===== src/rtl/pmt_pkg.sv =====
package pmt_pkg;

    localparam int unsigned PS_W = 3;

    typedef enum logic [1:0] {
        CS_OFF  = 2'd0,
        CS_SYS  = 2'd1,
        CS_RSV2 = 2'd2,
        CS_RSV3 = 2'd3
    } clksrc_e;

    typedef struct packed {
        logic            flag;
        logic            ie;
        clksrc_e         src;
        logic [PS_W-1:0] ps;
    } ctrl_t;

    localparam logic [7:0] OFS_CTRL = 8'h00;
    localparam logic [7:0] OFS_CNT  = 8'h04;
    localparam logic [7:0] OFS_LIM  = 8'h08;
    localparam logic [7:0] OFS_INIT = 8'h4C;

endpackage


===== src/rtl/pmt_prescaler.sv =====
module pmt_prescaler #(
    parameter int unsigned PS_W = 3
) (
    input  logic            clk_i,
    input  logic            rst_ni,
    input  logic            run_i,
    input  logic [PS_W-1:0] ps_i,
    output logic            tick_o
);
    localparam int unsigned DIV_W = (1 << PS_W) - 1;

    logic [DIV_W-1:0] div_d, div_q;
    logic [DIV_W-1:0] mask;

    always_comb begin
        mask   = ~({DIV_W{1'b1}} << ps_i);
        tick_o = run_i && ((div_q & mask) == mask);
        div_d  = run_i ? div_q + 1'b1 : '0;
    end

    always_ff @(posedge clk_i or negedge rst_ni) begin
        if (!rst_ni) div_q <= '0;
        else         div_q <= div_d;
    end

    AST_NO_TICK_STOPPED: assert property (@(posedge clk_i) disable iff (!rst_ni)
        !$past(run_i) |-> (div_q == '0));

endmodule


===== src/rtl/pmt_counter.sv =====
module pmt_counter #(
    parameter int unsigned CNT_W = 16
) (
    input  logic             clk_i,
    input  logic             rst_ni,
    input  logic             tick_i,
    input  logic             load_i,
    input  logic [CNT_W-1:0] init_i,
    input  logic [CNT_W-1:0] lim_i,
    output logic [CNT_W-1:0] cnt_o,
    output logic             wrap_o
);
    typedef struct packed {
        logic [CNT_W-1:0] cnt;
    } cstate_t;

    cstate_t st_d, st_q;

    always_comb begin
        st_d   = st_q;
        wrap_o = tick_i && !load_i && (st_q.cnt == lim_i);
        if (load_i)      st_d.cnt = init_i;
        else if (wrap_o) st_d.cnt = init_i;
        else if (tick_i) st_d.cnt = st_q.cnt + 1'b1;
    end

    always_ff @(posedge clk_i or negedge rst_ni) begin
        if (!rst_ni) st_q <= '0;
        else         st_q <= st_d;
    end

    assign cnt_o = st_q.cnt;

    AST_WRAP_RELOAD: assert property (@(posedge clk_i) disable iff (!rst_ni)
        wrap_o |=> (st_q.cnt == $past(init_i)));
    AST_LOAD_INIT: assert property (@(posedge clk_i) disable iff (!rst_ni)
        load_i |=> (st_q.cnt == $past(init_i)));
    AST_HOLD_IDLE: assert property (@(posedge clk_i) disable iff (!rst_ni)
        (!tick_i && !load_i) |=> $stable(st_q.cnt));

endmodule


===== src/rtl/pmt_timer.sv =====
module pmt_timer
    import pmt_pkg::*;
#(
    parameter int unsigned CNT_W  = 16,
    parameter int unsigned ADDR_W = 8,
    parameter int unsigned DATA_W = 32
) (
    input  logic              clk_i,
    input  logic              rst_ni,
    input  logic              bus_sel_i,
    input  logic              bus_wr_i,
    input  logic [ADDR_W-1:0] bus_addr_i,
    input  logic [DATA_W-1:0] bus_wdata_i,
    output logic [DATA_W-1:0] bus_rdata_o,
    output logic              irq_o
);
    localparam int unsigned CTRL_W = $bits(ctrl_t);

    typedef struct packed {
        ctrl_t            ctrl;
        logic             armed;
        logic [CNT_W-1:0] lim_buf;
        logic [CNT_W-1:0] lim_act;
        logic [CNT_W-1:0] init_buf;
        logic [CNT_W-1:0] init_act;
    } tstate_t;

    tstate_t st_d, st_q;

    logic             wr_en, rd_en;
    logic             hit_ctrl, hit_cnt, hit_lim, hit_init;
    logic             tick, wrap, load;
    logic [CNT_W-1:0] cnt;

    always_comb begin
        wr_en    = bus_sel_i && bus_wr_i;
        rd_en    = bus_sel_i && !bus_wr_i;
        hit_ctrl = (bus_addr_i == ADDR_W'(OFS_CTRL));
        hit_cnt  = (bus_addr_i == ADDR_W'(OFS_CNT));
        hit_lim  = (bus_addr_i == ADDR_W'(OFS_LIM));
        hit_init = (bus_addr_i == ADDR_W'(OFS_INIT));
        load     = wr_en && hit_cnt;
    end

    pmt_prescaler #(.PS_W(PS_W)) u_presc (
        .clk_i  (clk_i),
        .rst_ni (rst_ni),
        .run_i  (st_q.ctrl.src == CS_SYS),
        .ps_i   (st_q.ctrl.ps),
        .tick_o (tick)
    );

    pmt_counter #(.CNT_W(CNT_W)) u_cnt (
        .clk_i  (clk_i),
        .rst_ni (rst_ni),
        .tick_i (tick),
        .load_i (load),
        .init_i (st_q.init_act),
        .lim_i  (st_q.lim_act),
        .cnt_o  (cnt),
        .wrap_o (wrap)
    );

    always_comb begin
        st_d = st_q;
        if (wr_en && hit_ctrl) begin
            st_d.ctrl.ps  = bus_wdata_i[PS_W-1:0];
            st_d.ctrl.src = clksrc_e'(bus_wdata_i[4:3]);
            st_d.ctrl.ie  = bus_wdata_i[6];
            st_d.armed    = 1'b0;
            if (!bus_wdata_i[7] && st_q.armed) st_d.ctrl.flag = 1'b0;
        end
        if (rd_en && hit_ctrl && st_q.ctrl.flag) st_d.armed = 1'b1;
        if (wrap) st_d.ctrl.flag = 1'b1;
        if (wr_en && hit_lim)  st_d.lim_buf  = bus_wdata_i[CNT_W-1:0];
        if (wr_en && hit_init) st_d.init_buf = bus_wdata_i[CNT_W-1:0];
        if (st_q.ctrl.src == CS_OFF) begin
            st_d.lim_act  = st_q.lim_buf;
            st_d.init_act = st_q.init_buf;
        end
    end

    always_ff @(posedge clk_i or negedge rst_ni) begin
        if (!rst_ni) begin
            st_q          <= '0;
            st_q.lim_buf  <= '1;
            st_q.lim_act  <= '1;
        end else begin
            st_q <= st_d;
        end
    end

    always_comb begin
        bus_rdata_o = '0;
        if (hit_ctrl) begin
            bus_rdata_o[CTRL_W-1+1:0] = {st_q.ctrl.flag, st_q.ctrl.ie, 1'b0,
                                         st_q.ctrl.src, st_q.ctrl.ps};
        end else if (hit_cnt) begin
            bus_rdata_o[CNT_W-1:0] = cnt;
        end else if (hit_lim) begin
            bus_rdata_o[CNT_W-1:0] = st_q.lim_buf;
        end else if (hit_init) begin
            bus_rdata_o[CNT_W-1:0] = st_q.init_buf;
        end
    end

    assign irq_o = st_q.ctrl.flag & st_q.ctrl.ie;

    AST_FLAG_SET: assert property (@(posedge clk_i) disable iff (!rst_ni)
        wrap |=> st_q.ctrl.flag);
    AST_ACT_FROZEN: assert property (@(posedge clk_i) disable iff (!rst_ni)
        (st_q.ctrl.src != CS_OFF) |=> ($stable(st_q.lim_act) && $stable(st_q.init_act)));
    AST_CLEAR_NEEDS_ARM: assert property (@(posedge clk_i) disable iff (!rst_ni)
        $fell(st_q.ctrl.flag) |-> $past(st_q.armed));
    AST_IRQ_FOLLOWS_FLAG: assert property (@(posedge clk_i) disable iff (!rst_ni)
        $rose(irq_o) |-> (st_q.ctrl.ie && st_q.ctrl.flag));

endmodule


===== config.mk =====
export PLATFORM = sky130hd
export DESIGN_NAME = pmt_timer
export DESIGN_NICKNAME = d
export VERILOG_FILES = /design/src/rtl/pmt_pkg.sv /design/src/rtl/pmt_prescaler.sv /design/src/rtl/pmt_counter.sv /design/src/rtl/pmt_timer.sv
export SDC_FILE = /design/constraint.sdc
export NUM_CORES = 1
export LEC_CHECK = 0
export BUFFER_PORTS_ARGS = -buffer_cell sky130_fd_sc_hd__buf_2
export CORE_MARGIN = 2
export CORE_UTILIZATION = 50
export CTS_BUF_LIST = sky130_fd_sc_hd__clkbuf_4 sky130_fd_sc_hd__clkbuf_8
export CTS_CLUSTER_DIAMETER = 50
export DETAILED_ROUTE_END_ITERATION = 10
export PLACE_DENSITY = 0.71
export RECOVER_POWER = 25
export SLEW_MARGIN = 20
export SYNTH_ARGS = -nofsm -noshare
export SYNTH_HDL_FRONTEND = slang
export SYNTH_SLANG_ARGS = --single-unit
export TNS_END_PERCENT = 20

===== constraint.sdc =====
create_clock -name clk_i -period 2.1 [get_ports clk_i]
set_clock_uncertainty 0.2 [all_clocks]
set_input_delay 0.21 -clock clk_i [delete_from_list [all_inputs] [get_ports clk_i]]
set_output_delay 0.21 -clock clk_i [all_outputs]
set_load 0.1 [all_outputs]

# Word level (Yosys, flattened, before mapping)
# Cells that the tools add are included.
[totals]
regBits = 95
out_inout_bits = 33
elab_cells = 58
[classes]
n_addsub = 2
eq_ne = 6
shifts = 1
muxes = 13
bitwise = 3
reduce_logical = 22
[op_table]
columns = ["operator", "count"]
rows = [
  ["2-to-1 mux 16 bit", 6],
  ["2-to-1 mux 8 bit", 3],
  ["adder 16 x 1 -> 16 bit (second input constant)", 1],
  ["equality test 16 bit", 1],
  ["logical AND 1 bit", 12],
  ["equality test 8 x 3 -> 1 bit (second input constant)", 1],
  ["equality test 8 x 4 -> 1 bit (second input constant)", 1],
  ["equality test 8 x 7 -> 1 bit (second input constant)", 1],
  ["logical NOT 8 bit", 1],
  ["adder 7 x 1 -> 7 bit (second input constant)", 1],
  ["bitwise AND 7 bit", 1],
  ["equality test 7 bit", 1],
  ["2-to-1 mux 7 bit", 1],
  ["NOT 7 bit", 1],
  ["left shift 7 x 3 -> 7 bit (first input constant)", 1],
  ["nonzero test 2 bit", 3],
  ["logical NOT 1 bit", 3],
  ["2-to-1 mux 1 bit", 3],
  ["nonzero test 3 bit", 1],
  ["equality test 2 x 1 -> 1 bit (second input constant)", 1],
  ["logical NOT 2 bit", 1],
  ["AND reduction 2 bit", 1],
  ["bitwise AND 1 bit", 1],
]

# Longest topological paths before layout
# Gate-level depths: netlist (run 1).
[depth]
depth_word = 9
ltp_mapped = 9

# Cells and area by module
# A second synthesis (run 1) with hierarchy kept.
[hier_totals]
cells_unflattened = 477
hier_area_um2 = 5446.5
[by_module_without_submodules]
columns = ["mod", "instances", "cells_per_inst", "area_per_inst_um2", "seq_area_each_um2"]
rows = [
  ["pmt_timer", 1, 279, 3626.0, 1841.8],
  ["pmt_counter", 1, 162, 1462.7, 400.4],
  ["pmt_prescaler", 1, 36, 357.8, 175.2],
]

# Worst setup path after synthesis (run 1)
# OpenSTA, ideal clock, no wires.
[synth_path]
path_kind = "input -> output"
startpoint = "input port bus_addr_i[7]"
endpoint = "output port bus_rdata_o[6]"
arrival_time_ns = 2.377
t_required_ns = 1.690
path_slack_ns = -0.687
stages = 6
path_buffers = 2
path_cell_list = "or4_4 > buf_6 > nor3_1 > clkbuf_1 > a222oi_1 > nand2_1"
[synth_via]
elab_chain_cells = 5
[synth_lines]
columns = ["element", "line", "rtl"]
rows = [
  ["from (decl)", "pmt_timer.sv:12", "input logic [ADDR_W-1:0] bus_addr_i,"],
  ["equality test 8 x 7 -> 1 bit", "pmt_timer.sv:41", "hit_init = (bus_addr_i == ADDR_W'(OFS_INIT));"],
  ["2-to-1 mux 16 bit", "pmt_timer.sv:102", "end else if (hit_init) begin"],
  ["2-to-1 mux 16 bit", "pmt_timer.sv:100", "end else if (hit_lim) begin"],
  ["2-to-1 mux 16 bit", "pmt_timer.sv:98", "end else if (hit_cnt) begin"],
  ["2-to-1 mux 8 bit *", "pmt_timer.sv:95", "if (hit_ctrl) begin"],
  ["to (decl)", "pmt_timer.sv:14", "output logic [DATA_W-1:0] bus_rdata_o,"],
]
# Mark *: on every way between the ends. The rest lies on a longest branch, timed or not.

# Worst setup path after layout (run 1)
[layout_path]
startpoint = "register u_cnt.st_q, in the netlist u_cnt.cnt_o[1]"
endpoint = "register u_cnt.st_q, in the netlist u_cnt.cnt_o[13]"
[layout_via]
elab_chain_cells = 4
[layout_lines]
columns = ["element", "line", "rtl"]
rows = [
  ["from (decl)", "pmt_counter.sv:17", "cstate_t st_d, st_q;"],
  ["from (signal assigned)", "pmt_counter.sv:29", "else st_q <= st_d;"],
  ["adder 16 x 1 -> 16 bit or equality test 16 bit (tied branches)", "pmt_counter.sv:24, pmt_counter.sv:21", ""],
  ["2-to-1 mux 16 bit or logical AND 1 bit (tied branches)", "pmt_counter.sv:24, pmt_counter.sv:21", ""],
  ["2-to-1 mux 16 bit", "pmt_counter.sv:23", "else if (wrap_o) st_d.cnt = init_i;"],
  ["2-to-1 mux 16 bit", "pmt_counter.sv:22", "if (load_i) st_d.cnt = init_i;"],
]
# Parallel ways exist; a longest one is shown, timed or not. The select of a mux whose other input is x is not followed.
# A chain may end at the register's enable or synchronous reset.

==> metrics.yaml, run 1 <==
status:
  outcome: "finished, violations left"
  failed_checks: "setup timing"
sta:
  rsz0062_at_grt: "true"
  tightest_slew_ns: 1.078
  max_slew_margin_pct: 28.16
  setup_violations: 32
  hold_viol: 0
  min_period_ns: 2.275
  setup_ws_ns: -0.1747
  slew_violations: 0
  period_share_pct: 108.3
  fmax_ghz: 0.4396
route:
  routed_wirelength_um: 12680
  vias_per_cell: 5.750
  drc_errors: 0
  ant_nets: 0
  wl_per_cell_um: 18.73
  via_count: 3893
  dr.pass1.iters: 6
  drtIter0Drc: 423
floorplanning:
  initial_core_util_pct: 51.59
  fp-row-count: 35
  io_pins: 77
  dieWidth_um: 101.6
  die_area_um2: 10330
  core_um2: 9240
  die_h_um: 101.6
clock_tree:
  clock_sinks: 95
  path_clk_slew_ns: 0.09
  cts-root-buf: "clkbuf_8"
  cts_tree: "built"
  clk_path_buf_depth: 2
  cts_buffers: 9
  cts.htree.levels: 3
  clkLatencyLatePin_ns: 0.37
worst_setup_path:
  reg2reg_depth: 9
  r2r_slack_ns: -0.17
  rr_startpoint: "u_cnt.cnt_o[1]"
  required_ns: 2.19
  cp-end-kind: "flop"
  criticalPathCategory: "reg -> reg"
  r2r_end: "u_cnt.cnt_o[13]"
  arrival_ns: 2.37
  worst_path_largest_cell_delay_ns: 0.44
  slowest_stage: "dfrtp_1"
  critical_path.max_fanout: 7
  cp-start-kind: "flop"
  crit_chain: "buf_4 > and3_1 > nand4_1 > nor2_1 > buf_4 > a41oi_2 > nor2_1 > o22ai_1 > a21oi_1"
grt:
  antenna_found_initial: 0
  grtUsageTotal_pct: 25.07
  gr-total-overflow: 0
  first_global_vias: 4007
  grt_max_degree: 44
  grt_first_pass_wirelength_um: 19980
job:
  max_cap_violations: 0
placed_design:
  place_area_um2: 5811
  dp.cells: 633
  dp.final_hpwl_um: 8146
  port_buffers: 44
  gp_congestion: 0.9187
layout:
  fillers: 668
  drive_above_1_share_pct: 47.99
  syn_to_final_growth_pct: 36.14
  design_area_um2: 6490
  stdcell_count: 677
  antenna_cells: 0
  layout.nets: 589
logic_synthesis:
  synth_top_area_share_pct: 33.07
  yosysMostFrequentCell: "dfrtp_1"
  synth_enable_flop_cells: 0
  synth_async_sr_flop_share_pct: 100.0
  yosys_warnings: 0
  syn_inst: 421
  ys_types: 48
  ys_ff_latch: 95
  synth_seq_area_share_pct: 50.71
  synth.cell_area_um2: 4767
  synth_top_cell_by_area: "dfrtp_1"
  yosys-top-cells-count: "63 x dfrtp_1, 53 x mux2_2, 32 x dfstp_2, 32 x nor2_1, 27 x nand2_1"
  ys.flop_type: "dfrtp_1"
  synth.avg_cell_area_um2: 11.32
  yosys-top-cells-area: "dfrtp_1 33%, dfstp_2 18%, mux2_2 13%"
power_and_ir_drop:
  leakage_nw: 3.023
  power_density_nw_per_um2: 565.8
  ir_drop_v: 0.0004403
worst_hold_path:
  hold-path-endpoint: "st_q[64]"
  hold_depth: 4
  hold_path.class: "in -> reg"
  hp-start: "bus_wr_i"
## where the power goes
part	internal, mW	switching, mW	total [mW]
combinational	0.173	0.299	0.472
sequential	1.89	0.0401	1.93
clock	0.631	0.635	1.27
total	2.70	0.975	3.67
## layout by cell type (no fill, tap or decap), types with 6 or more instances in the layout
cell           Yosys  layout
dfrtp_1           63      62
buf_4             19      55
mux2_2            53      53
dfstp_2           32      32
nor2_1            32      30
buf_2              4      25
buf_12             0      22
nand2_1           27      20
dlygate4sd3_1      0      18
a222oi_1          16      16
a21oi_1           19      16
conb_1             1      16
mux2_1            15      15
xnor2_1           18      13
clkbuf_8           0      11
buf_6              2      10
inv_2              0       9
o22ai_1           10       9
nand3_1            8       8
o21ai_0           11       8
inv_1             16       7
or3_1              6       6
nand4_1            6       6
## final cells by class
type                            count  area, µm²  share of cell area [%]
Timing Repair Buffer              135       1338                   20.61
Sequential cell                    95       2419                   37.27
Clock inverter                      4      53.80                  0.8290
Tap cell                          129      161.4                   2.487
Clock buffer                       12      158.9                   2.448
Inverter                           16      60.06                  0.9254
Multi-Input combinational cell    286       2300                   35.43
## flip-flops by register name, indices dropped and copies added (netlist names)
name / flops
u_presc.div_q: 7
u_cnt.cnt_o: 16
st_q: 72
## critical path: cells and delay by family, from the launching register on
kind,cells,cell delay [ns]
buf+inv,2,0.36
compound gates,3,0.36
flops,1,0.44
simple gates,4,0.86
## worst max-delay path by stage
| stage | startpoint | slack [ns] | to | cells after the start |
|---|---|---|---|---|
| after floorplan | bus_addr_i[7] | -0.19 | bus_rdata_o[11] | 6 |
| after global placement | u_presc.div_q[6] | -0.14 | u_cnt.cnt_o[8] | 8 |
| after detailed placement | u_presc.div_q[6] | -0.23 | u_cnt.cnt_o[8] | 8 |
| after CTS | bus_addr_i[1] | -0.13 | bus_rdata_o[9] | 9 |
| after global routing | u_cnt.cnt_o[1] | -0.24 | u_cnt.cnt_o[13] | 9 |
| final | u_cnt.cnt_o[1] | -0.17 | u_cnt.cnt_o[13] | 9 |
## cell families (layout without fill, tap and decap cells)
| logic type | Yosys count | after routing | synth area share (%) |
|---|---|---|---|
| adder cells (fa/ha/maj) | 2 | 2 | 0.5249 |
| flip-flops | 95 | 95 | 50.71 |
| other | 1 | 16 | 0.07866 |
| AO/OA/AOI/OAI | 75 | 75 | 10.95 |
| AND/OR/NAND/NOR | 105 | 105 | 11.76 |
| multiplexers | 68 | 68 | 16.06 |
| XOR/XNOR | 20 | 20 | 3.675 |
| buffers and inverters | 55 | 167 | 6.247 |
## per-layer routing
metal  wire length, µm  global-route usage (%)  up-vias
met3               923                   5.314       29
met4               292                   9.563        0
li1                  -                       -     1745
met1              5118                   32.52     1934
met2              6344                   41.40      185
met5                 0                       0        -
## through the flow
step	util, %	power (mW)	hold WS [ns]	TNS (ns)	setup slack [ns]
6_report	70.24	3.672	0.1898	-2.667	-0.1747
4_1_cts	69.93	3.660	0.1827	-2.146	-0.1343
5_1_grt	70.24	3.813	0.1951	-5.330	-0.2437
3_5_place_dp	62.88	2.377	0.03058	-9.527	-0.2309
2_1_floorplan	-	2.240	-0.2856	-7.506	-0.1873
3_3_place_gp	62.88	2.361	0.02568	-7.231	-0.1443
## what timing repair did
item                                   in CTS  in global routing
hold buffers                               18                  0
setup buffers                               8                  1
resized for setup                          35                 14
endpoints found under the hold margin      69                  0
pin swaps                                  16                 13
cloned                                      3                  0
setup endpoints to repair                  32                 32
(Power assumes the default switching activity.)
==> run 2: changes to the inputs <==
--- a/config.mk
+++ b/config.mk
@@ -8,9 +8,9 @@
 export BUFFER_PORTS_ARGS = -buffer_cell sky130_fd_sc_hd__buf_2
 export CORE_MARGIN = 2
-export CORE_UTILIZATION = 50
+export CORE_UTILIZATION = 45
 export CTS_BUF_LIST = sky130_fd_sc_hd__clkbuf_4 sky130_fd_sc_hd__clkbuf_8
 export CTS_CLUSTER_DIAMETER = 50
 export DETAILED_ROUTE_END_ITERATION = 10
-export PLACE_DENSITY = 0.71
+export PLACE_DENSITY = 0.64
 export RECOVER_POWER = 25
 export SLEW_MARGIN = 20
==> constraint.sdc (replaced) <==
create_clock -name clk_i -period 2.1 [get_ports clk_i]
set_clock_uncertainty 0.2 [all_clocks]
set_input_delay 0.315 -clock clk_i [delete_from_list [all_inputs] [get_ports clk_i]]
set_output_delay 0.315 -clock clk_i [all_outputs]
set_load 0.1 [all_outputs]
==> run 2 against run 1 <==
Fmax down 7.2%. Routed wire length down 6.1%. Flip-flop and latch count unchanged. Combinational power down 4%. Die area up 11%. Critical path depth unchanged. The run still ends with setup timing left. Sequential share of layout area up 0.74 points. Worst hold slack worse by 0.17 ns.
==> metrics.yaml, run 2 (same netlist as run 1, synthesis figures left out) <==
route:
  vias_per_cell: 5.603  # was 5.750
  ant_nets: 0  # unchanged
  via_count: 3844  # was 3893
  drtIter0Drc: 313  # was 423
  drc_errors: 0  # unchanged
  dr.pass1.iters: 6  # unchanged
  routed_wirelength_um: 11910  # was 12680 µm
  wl_per_cell_um: 17.36  # was 18.73 µm
placed_design:
  dp.cells: 649  # was 633
  pre_cts_ws_ns: -0.4371  # was -0.2309 ns
  gp_congestion: 0.9208  # was 0.9187
  port_buffers: 44  # unchanged
  place_area_um2: 5893  # was 5811 µm²
  dp.final_hpwl_um: 8383  # was 8146 µm
sta:
  max_slew_margin_pct: 49.55  # was 28.16%
  rsz0062_at_grt: "true"  # unchanged
  setup_ws_ns: -0.3506  # was -0.1747 ns
  period_share_pct: 116.7  # was 108.3%
  tightest_slew_ns: 0.7567  # was 1.078 ns
  hold_viol: 0  # unchanged
  slew_violations: 0  # unchanged
  final.setup.tns_ns: -8.644  # was -2.667 ns
  fmax_ghz: 0.4081  # was 0.4396 GHz
  fin_hold_ws_ns: 0.02372  # was 0.1898 ns
  setup_violations: 47  # was 32
  min_period_ns: 2.451  # was 2.275 ns
worst_setup_path:
  criticalPathCategory: "in -> out"  # was reg -> reg
  slowest_stage: "or4_4"  # was dfrtp_1
  crit_chain: "buf_6 > or4_4 > buf_6 > buf_4 > nor2_4 > buf_12 > a222oi_1 > inv_2 > buf_12"  # was buf_4 > and3_1 > nand4_1 > nor2_1 > buf_4 > a41oi_2 > nor2_1 > o22ai_1 > a21oi_1
  arrival_ns: 1.94  # was 2.37 ns
  cp_top_family: "buffers and inverters"  # was simple AND/OR/NAND/NOR gates
  cp-end-kind: "output port"  # was flop
  critical_path.max_fanout: 9  # was 7
  worst_path_largest_cell_delay_ns: 0.54  # was 0.44 ns
  cp-start-kind: "input port"  # was flop
  path_buf_inv: 6  # was 2
  required_ns: 1.58  # was 2.19 ns
power_and_ir_drop:
  p_total_mw: 3.541  # was 3.672 mW
  leakage_nw: 2.959  # was 3.023 nW
  power_density_nw_per_um2: 556.7  # was 565.8 nW/µm²
  ir_drop_v: 0.0003492  # was 0.0004403 V
layout:
  antenna_cells: 0  # unchanged
  syn_to_final_growth_pct: 33.44  # was 36.14%
  mostFrequentLayoutCells: "63 x dfrtp_1, 60 x buf_4, 53 x mux2_2"  # was 62 x dfrtp_1, 55 x buf_4, 53 x mux2_2
  drive_above_1_share_pct: 45.64  # was 47.99%
  largest_reg_flops: 72  # unchanged
  design_area_um2: 6361  # was 6490 µm²
  layout.nets: 591  # was 589
  utilization_pct: 61.62  # was 70.24%
  layout_commonest_cell: "dfrtp_1"  # unchanged
  top_register: "st_q"  # unchanged
  stdcell_count: 686  # was 677
floorplanning:
  core_um2: 10320  # was 9240 µm²
  io_pins: 77  # unchanged
  die_area_um2: 11430  # was 10330 µm²
  initial_core_util_pct: 46.18  # was 51.59%
  dieWidth_um: 106.9  # was 101.6 µm
  fp-row-count: 37  # was 35
  die_h_um: 106.9  # was 101.6 µm
worst_hold_path:
  hold_path.class: "in -> reg"  # unchanged
clock_tree:
  cts.htree.levels: 3  # unchanged
  cts-root-buf: "clkbuf_8"  # unchanged
  cts_buffers: 9  # unchanged
  cts_tree: "built"  # unchanged
  clk_path_buf_depth: 2  # unchanged
  path_clk_slew_ns: 0.08  # was 0.09 ns
  clock_sinks: 95  # unchanged
  clkLatencyLatePin_ns: 0.37  # about the same
status:
  failed_checks: "setup timing"  # unchanged
  outcome: "finished, violations left"  # unchanged
grt:
  antenna_found_initial: 0  # unchanged
  grt_max_degree: 43  # was 44
  first_global_vias: 3848  # was 4007
  grt_first_pass_wirelength_um: 19530  # was 19980 µm
  gr-total-overflow: 0  # unchanged
  grtUsageTotal_pct: 22.12  # was 25.07%
job:
  max_cap_violations: 0  # unchanged
==> run 2: metal layers <==
layer / up-vias / GRT usage [%] / wire, µm
li1: 1747 / - / -
met1: 1915 / 30.08 / 5182
met2: 158 / 36.08 / 5790
met3: 24 / 3.404 / 693
met4: 0 / 7.885 / 239
met5: - / 0 / 0
==> run 2: worst reg2reg max path, stage by stage, from the launching register on <==
cell	delay, ns
dfstp_2	0.55
xnor2_1	0.16
nand4_1	0.22
nor4_4	0.44
buf_4	0.24
nor2b_1	0.18
a21oi_1	0.07
o22ai_1	0.13
a31oi_1	0.05
==> run 2: timing repair <==
action | 4_1_cts | 5_1_grt
hold endpoints to repair | 53 | 0
pin swaps | 4 | 12
hold buffers | 16 | 0
gates cloned | 1 | 1
setup buffers | 3 | 2
gates resized for setup | 13 | 10
setup endpoints to repair | 52 | 52
==> run 2: cell type report <==
| cell class | instances | area, µm² |
|---|---|---|
| clock inverters | 4 | 28.78 |
| flip-flops and latches | 95 | 2417 |
| multi-input cells | 286 | 2192 |
| inverters | 16 | 60.06 |
| well taps | 136 | 170.2 |
| repair buffers | 137 | 1328 |
| fillers | 844 | 3963 |
| clock buffers | 12 | 165.2 |
==> run 2: power breakdown <==
part | switching [mW] | internal [mW]
Combinational | 0.289 | 0.164
Sequential | 0.0375 | 1.89
Clock | 0.631 | 0.527
Total | 0.957 | 2.58
==> run 2: final timing paths <==
check / endpoint / cells past startpoint / slack, ns / from
worst max-delay path: bus_rdata_o[9] / 9 / -0.35 / bus_addr_i[1]
worst min-delay path: st_q[65] / 2 / 0.02 / bus_wdata_i[0]
worst max register to register: u_cnt.cnt_o[0] / 8 / -0.26 / st_q[43]
worst min register to register: st_q[8] / 1 / 0.32 / st_q[8]
max in group asynchronous: st_q[67] / 3 / 0.56 / rst_ni
min in group asynchronous: st_q[3] / 2 / 0.35 / rst_ni
==> run 3: changes to the inputs <==
Settings changed: ABC_AREA set to 1.
==> run 3 against run 2 <==
Critical path type unchanged. Final cell count is 39% higher. Cell area is 9.5% higher. Power is 72% higher. Flip-flop and latch count stayed put. Global-route usage is 0.82 points higher. Highest routed layer unchanged. Non-clock buffer count is 33 lower. Synthesized area is 14% higher. Critical path depth is 2 higher. Via count is 24% higher. Critical endpoint is now bus_rdata_o[2]. Die area is 13% higher. Worst hold slack better by 0.27 ns. The flow still finishes with violations (setup timing).
==> metrics.yaml, run 3 <==
status:
  outcome: "finished, violations left"  # unchanged
  failed_checks: "setup timing"  # unchanged
worst_setup_path:
  r2r_end: "u_cnt.cnt_o[4]"  # was u_cnt.cnt_o[0]
  crit_chain: "buf_6 > inv_4 > nand2_4 > buf_6 > nor3_4 > nand4_1 > buf_6 > o21ai_4 > a21oi_2 > o21ai_2 > buf_12"  # was buf_6 > or4_4 > buf_6 > buf_4 > nor2_4 > buf_12 > a222oi_1 > inv_2 > buf_12
  critical_path.max_fanout: 5  # was 9
  path_common_cell: "buf_6"
  criticalPathCategory: "in -> out"  # unchanged
  r2r_slack_ns: 0.15  # was -0.26 ns
  cp-end-kind: "output port"  # unchanged
  reg2reg_depth: 12  # was 8
  path_buf_inv: 5  # was 6
  rr_startpoint: "st_q[44]"  # was st_q[43]
  required_ns: 1.58  # about the same
  cp-start-kind: "input port"  # unchanged
  slowest_stage: "buf_6"  # was or4_4
  cp_top_family: "buffers and inverters"  # unchanged
  worst_path_largest_cell_delay_ns: 0.19  # was 0.54 ns
  arrival_ns: 1.60  # was 1.94 ns
layout:
  design_area_um2: 6968  # was 6361 µm²
  largest_reg_flops: 72  # unchanged
  top_register: "st_q"  # unchanged
  syn_to_final_growth_pct: 28.73  # was 33.44%
  layout_commonest_cell: "nand2_1"  # was dfrtp_1
  layout.nets: 848  # was 591
  antenna_cells: 0  # unchanged
  mostFrequentLayoutCells: "202 x nand2_1, 96 x inv_1, 62 x dfrtp_1"  # was 63 x dfrtp_1, 60 x buf_4, 53 x mux2_2
  drive_above_1_share_pct: 30.86  # was 45.64%
logic_synthesis:
  synth_enable_flop_cells: 0  # unchanged
  yosys-top-cells-area: "dfrtp_1 29%, dfstp_2 16%, nand2_1 14%"  # was dfrtp_1 33%, dfstp_2 18%, mux2_2 13%
  synth_top_area_share_pct: 29.13  # was 33.07%
  yosys_warnings: 0  # unchanged
  ys.flop_type: "dfrtp_1"  # unchanged
  synthSimpleGateAreaFrac_pct: 27.60  # was 11.76%
  ys_types: 37  # was 48
  ys_ff_latch: 95  # unchanged
  yosys-top-cells-count: "208 x nand2_1, 102 x inv_1, 70 x o21ai_0"  # was 63 x dfrtp_1, 53 x mux2_2, 32 x dfstp_2, 32 x nor2_1, 27 x nand2_1
  synth.avg_cell_area_um2: 7.645  # was 11.32 µm²
  synth_seq_area_share_pct: 44.66  # was 50.71%
  synthAdderAreaFrac_pct: 0.4623  # was 0.5249%
  synth-xor-area-share_pct: 2.427  # was 3.675%
  synth.cell_area_um2: 5413  # was 4767 µm²
  syn_inst: 708  # was 421
  yosysMostFrequentCell: "nand2_1"  # was dfrtp_1
  synthMuxAreaShare_pct: 0  # was 16.06%
  synth_compound_gate_area_share_pct: 11.60  # was 10.94%
  synth_top_family_by_area: "simple AND/OR/NAND/NOR gates"  # was multiplexers
  synth_async_sr_flop_share_pct: 100.0  # unchanged
  synth_top_cell_by_area: "dfrtp_1"  # unchanged
clock_tree:
  cts-root-buf: "clkbuf_8"  # unchanged
  clock_sinks: 95  # unchanged
  cts.htree.levels: 3  # unchanged
  cts_tree: "built"  # unchanged
  clkLatencyLatePin_ns: 0.39  # was 0.37 ns
  path_clk_slew_ns: 0.10  # was 0.08 ns
  cts_buffers: 9  # unchanged
  clk_path_buf_depth: 2  # unchanged
floorplanning:
  die_area_um2: 12920  # was 11430 µm²
  io_pins: 77  # unchanged
  die_h_um: 113.7  # was 106.9 µm
  fp-row-count: 40  # was 37
  core_um2: 11860  # was 10320 µm²
  initial_core_util_pct: 45.63  # was 46.18%
  dieWidth_um: 113.7  # was 106.9 µm
grt:
  grt_first_pass_wirelength_um: 22980  # was 19530 µm
  first_global_vias: 4627  # was 3848
  gr-total-overflow: 0  # unchanged
  antenna_found_initial: 0  # unchanged
  grt_max_degree: 48  # was 43
  grtUsageTotal_pct: 22.94  # was 22.12%
worst_hold_path:
  hold_depth: 5  # was 2
  hp-start: "bus_sel_i"  # was bus_wdata_i[0]
  hold-path-endpoint: "st_q[69]"  # was st_q[65]
  hold_path.class: "in -> reg"  # unchanged
placed_design:
  port_buffers: 44  # unchanged
  dp.final_hpwl_um: 10230  # was 8383 µm
  gp_congestion: 0.8497  # was 0.9208
  place_area_um2: 6441  # was 5893 µm²
sta:
  setup_violations: 1  # was 47
  fin_hold_ws_ns: 0.2894  # was 0.02372 ns
  hold_viol: 0  # unchanged
  min_period_ns: 2.110  # was 2.451 ns
  rsz0062_at_grt: "true"  # unchanged
  max_slew_margin_pct: 44.82  # was 49.55%
  setup_ws_ns: -0.01018  # was -0.3506 ns
  period_share_pct: 100.5  # was 116.7%
  tightest_slew_ns: 0.8278  # was 0.7567 ns
  slew_violations: 0  # unchanged
  fmax_ghz: 0.4739  # was 0.4081 GHz
power_and_ir_drop:
  power_density_nw_per_um2: 876.5  # was 556.7 nW/µm²
  ir_drop_v: 0.0004941  # was 0.0003492 V
  leakage_nw: 3.251  # was 2.959 nW
job:
  max_cap_violations: 0  # unchanged
route:
  via_count: 4773  # was 3844
  drc_errors: 0  # unchanged
  routed_wirelength_um: 14000  # was 11910 µm
  dr.pass1.iters: 4  # was 6
  wl_per_cell_um: 14.68  # was 17.36 µm
  ant_nets: 0  # unchanged
  vias_per_cell: 5.003  # was 5.603
  drtIter0Drc: 281  # was 313
==> run 3: cell count changes in the layout (fill, tap and decap cells not counted), moves of 16 or more <==
cell,before,now
buf_4,60,29
a222oi_1,16,0
nand3_2,0,20
o21ai_0,8,60
nand2_1,20,202
mux2_2,53,0
inv_1,7,96
nand2_2,4,29
==> run 3: worst reg2reg max path, cell delays in order (launching register included) <==
cell and delay (ns):
dfstp_2 0.55, inv_1 0.05, nand2_1 0.06, nand2_2 0.06, nor2_1 0.08, nand2_1 0.09
nor2_4 0.16, nand2_2 0.08, o21bai_4 0.15, buf_12 0.16, nand2_1 0.08, nand3_1 0.08
nand2_1 0.05
==> run 3: logic make-up (layout without fill, tap and decap cells) <==
group | Yosys count | after routing
DFF | 95 | 95
adders and majority gates | 2 | 2
xor gates and xnor gates | 15 | 15
buffers and inverters | 159 | 243
and+or+nand+nor | 323 | 323
AOI/OAI and AO/OA | 113 | 113
other | 1 | 16
==> run 3: metal layers <==
metal  vias up  global-route usage (%)  wire length (µm)
met2       117                   35.85              6534
met1      2264                   31.77              6510
met3        24                   4.729               664
met5         -                       0                 0
li1       2368                       -                 -
met4         0                   8.455               292
==> run 3: repair_timing <==
item,CTS,global route
endpoints found under the hold margin,52,0
cloned,1,0
pin swaps,2,10
setup endpoints to repair,16,29
hold buffers,19,0
buffers inserted,2,0
resized for setup,14,35
==> run 3: how the worst max path moves through the flow <==
stage / from / endpoint / slack (ns) / cells after the start
after global routing: bus_addr_i[5] / bus_rdata_o[11] / -0.1 / 12
after detailed placement: bus_addr_i[4] / bus_rdata_o[9] / -0.15 / 10
after global placement: bus_addr_i[4] / bus_rdata_o[5] / -0.09 / 10
final: bus_addr_i[5] / bus_rdata_o[2] / -0.01 / 11
after floorplan: bus_addr_i[4] / bus_rdata_o[0] / -0.19 / 5
after CTS: bus_addr_i[4] / bus_rdata_o[7] / -0.03 / 9
==> run 3: area by class of cell <==
type | instances | area [µm²]
inverters | 122 | 467.9
well taps | 147 | 183.9
multi-input cells | 469 | 2648
fillers | 1026 | 4893
clock inverters | 7 | 66.31
repair inverters | 1 | 7.507
repair buffers | 104 | 1052
flip-flops and latches | 95 | 2419
clock buffers | 9 | 123.9
==> run 3: power breakdown <==
| group | internal [mW] | switching [mW] | leakage [nW] |
|---|---|---|---|
| combinational | 0.979 | 1.57 | 2.06 |
| sequential | 2.08 | 0.269 | 1.10 |
| clock | 0.459 | 0.745 | 0.0914 |
| total | 3.52 | 2.59 | 3.25 |
==> run 3: stage by stage <==
step	total power [mW]	cells	util (%)	TNS, ns	setup slack, ns
floorplan	4.290	723	-	-2.247	-0.1868
global placement	4.789	916	54.30	-0.8321	-0.09419
finish	6.107	954	58.74	-0.01018	-0.01018
CTS	6.110	954	57.99	-0.09708	-0.02533
detailed placement	4.859	916	54.30	-1.608	-0.1456
global route	6.568	954	58.74	-1.004	-0.09696
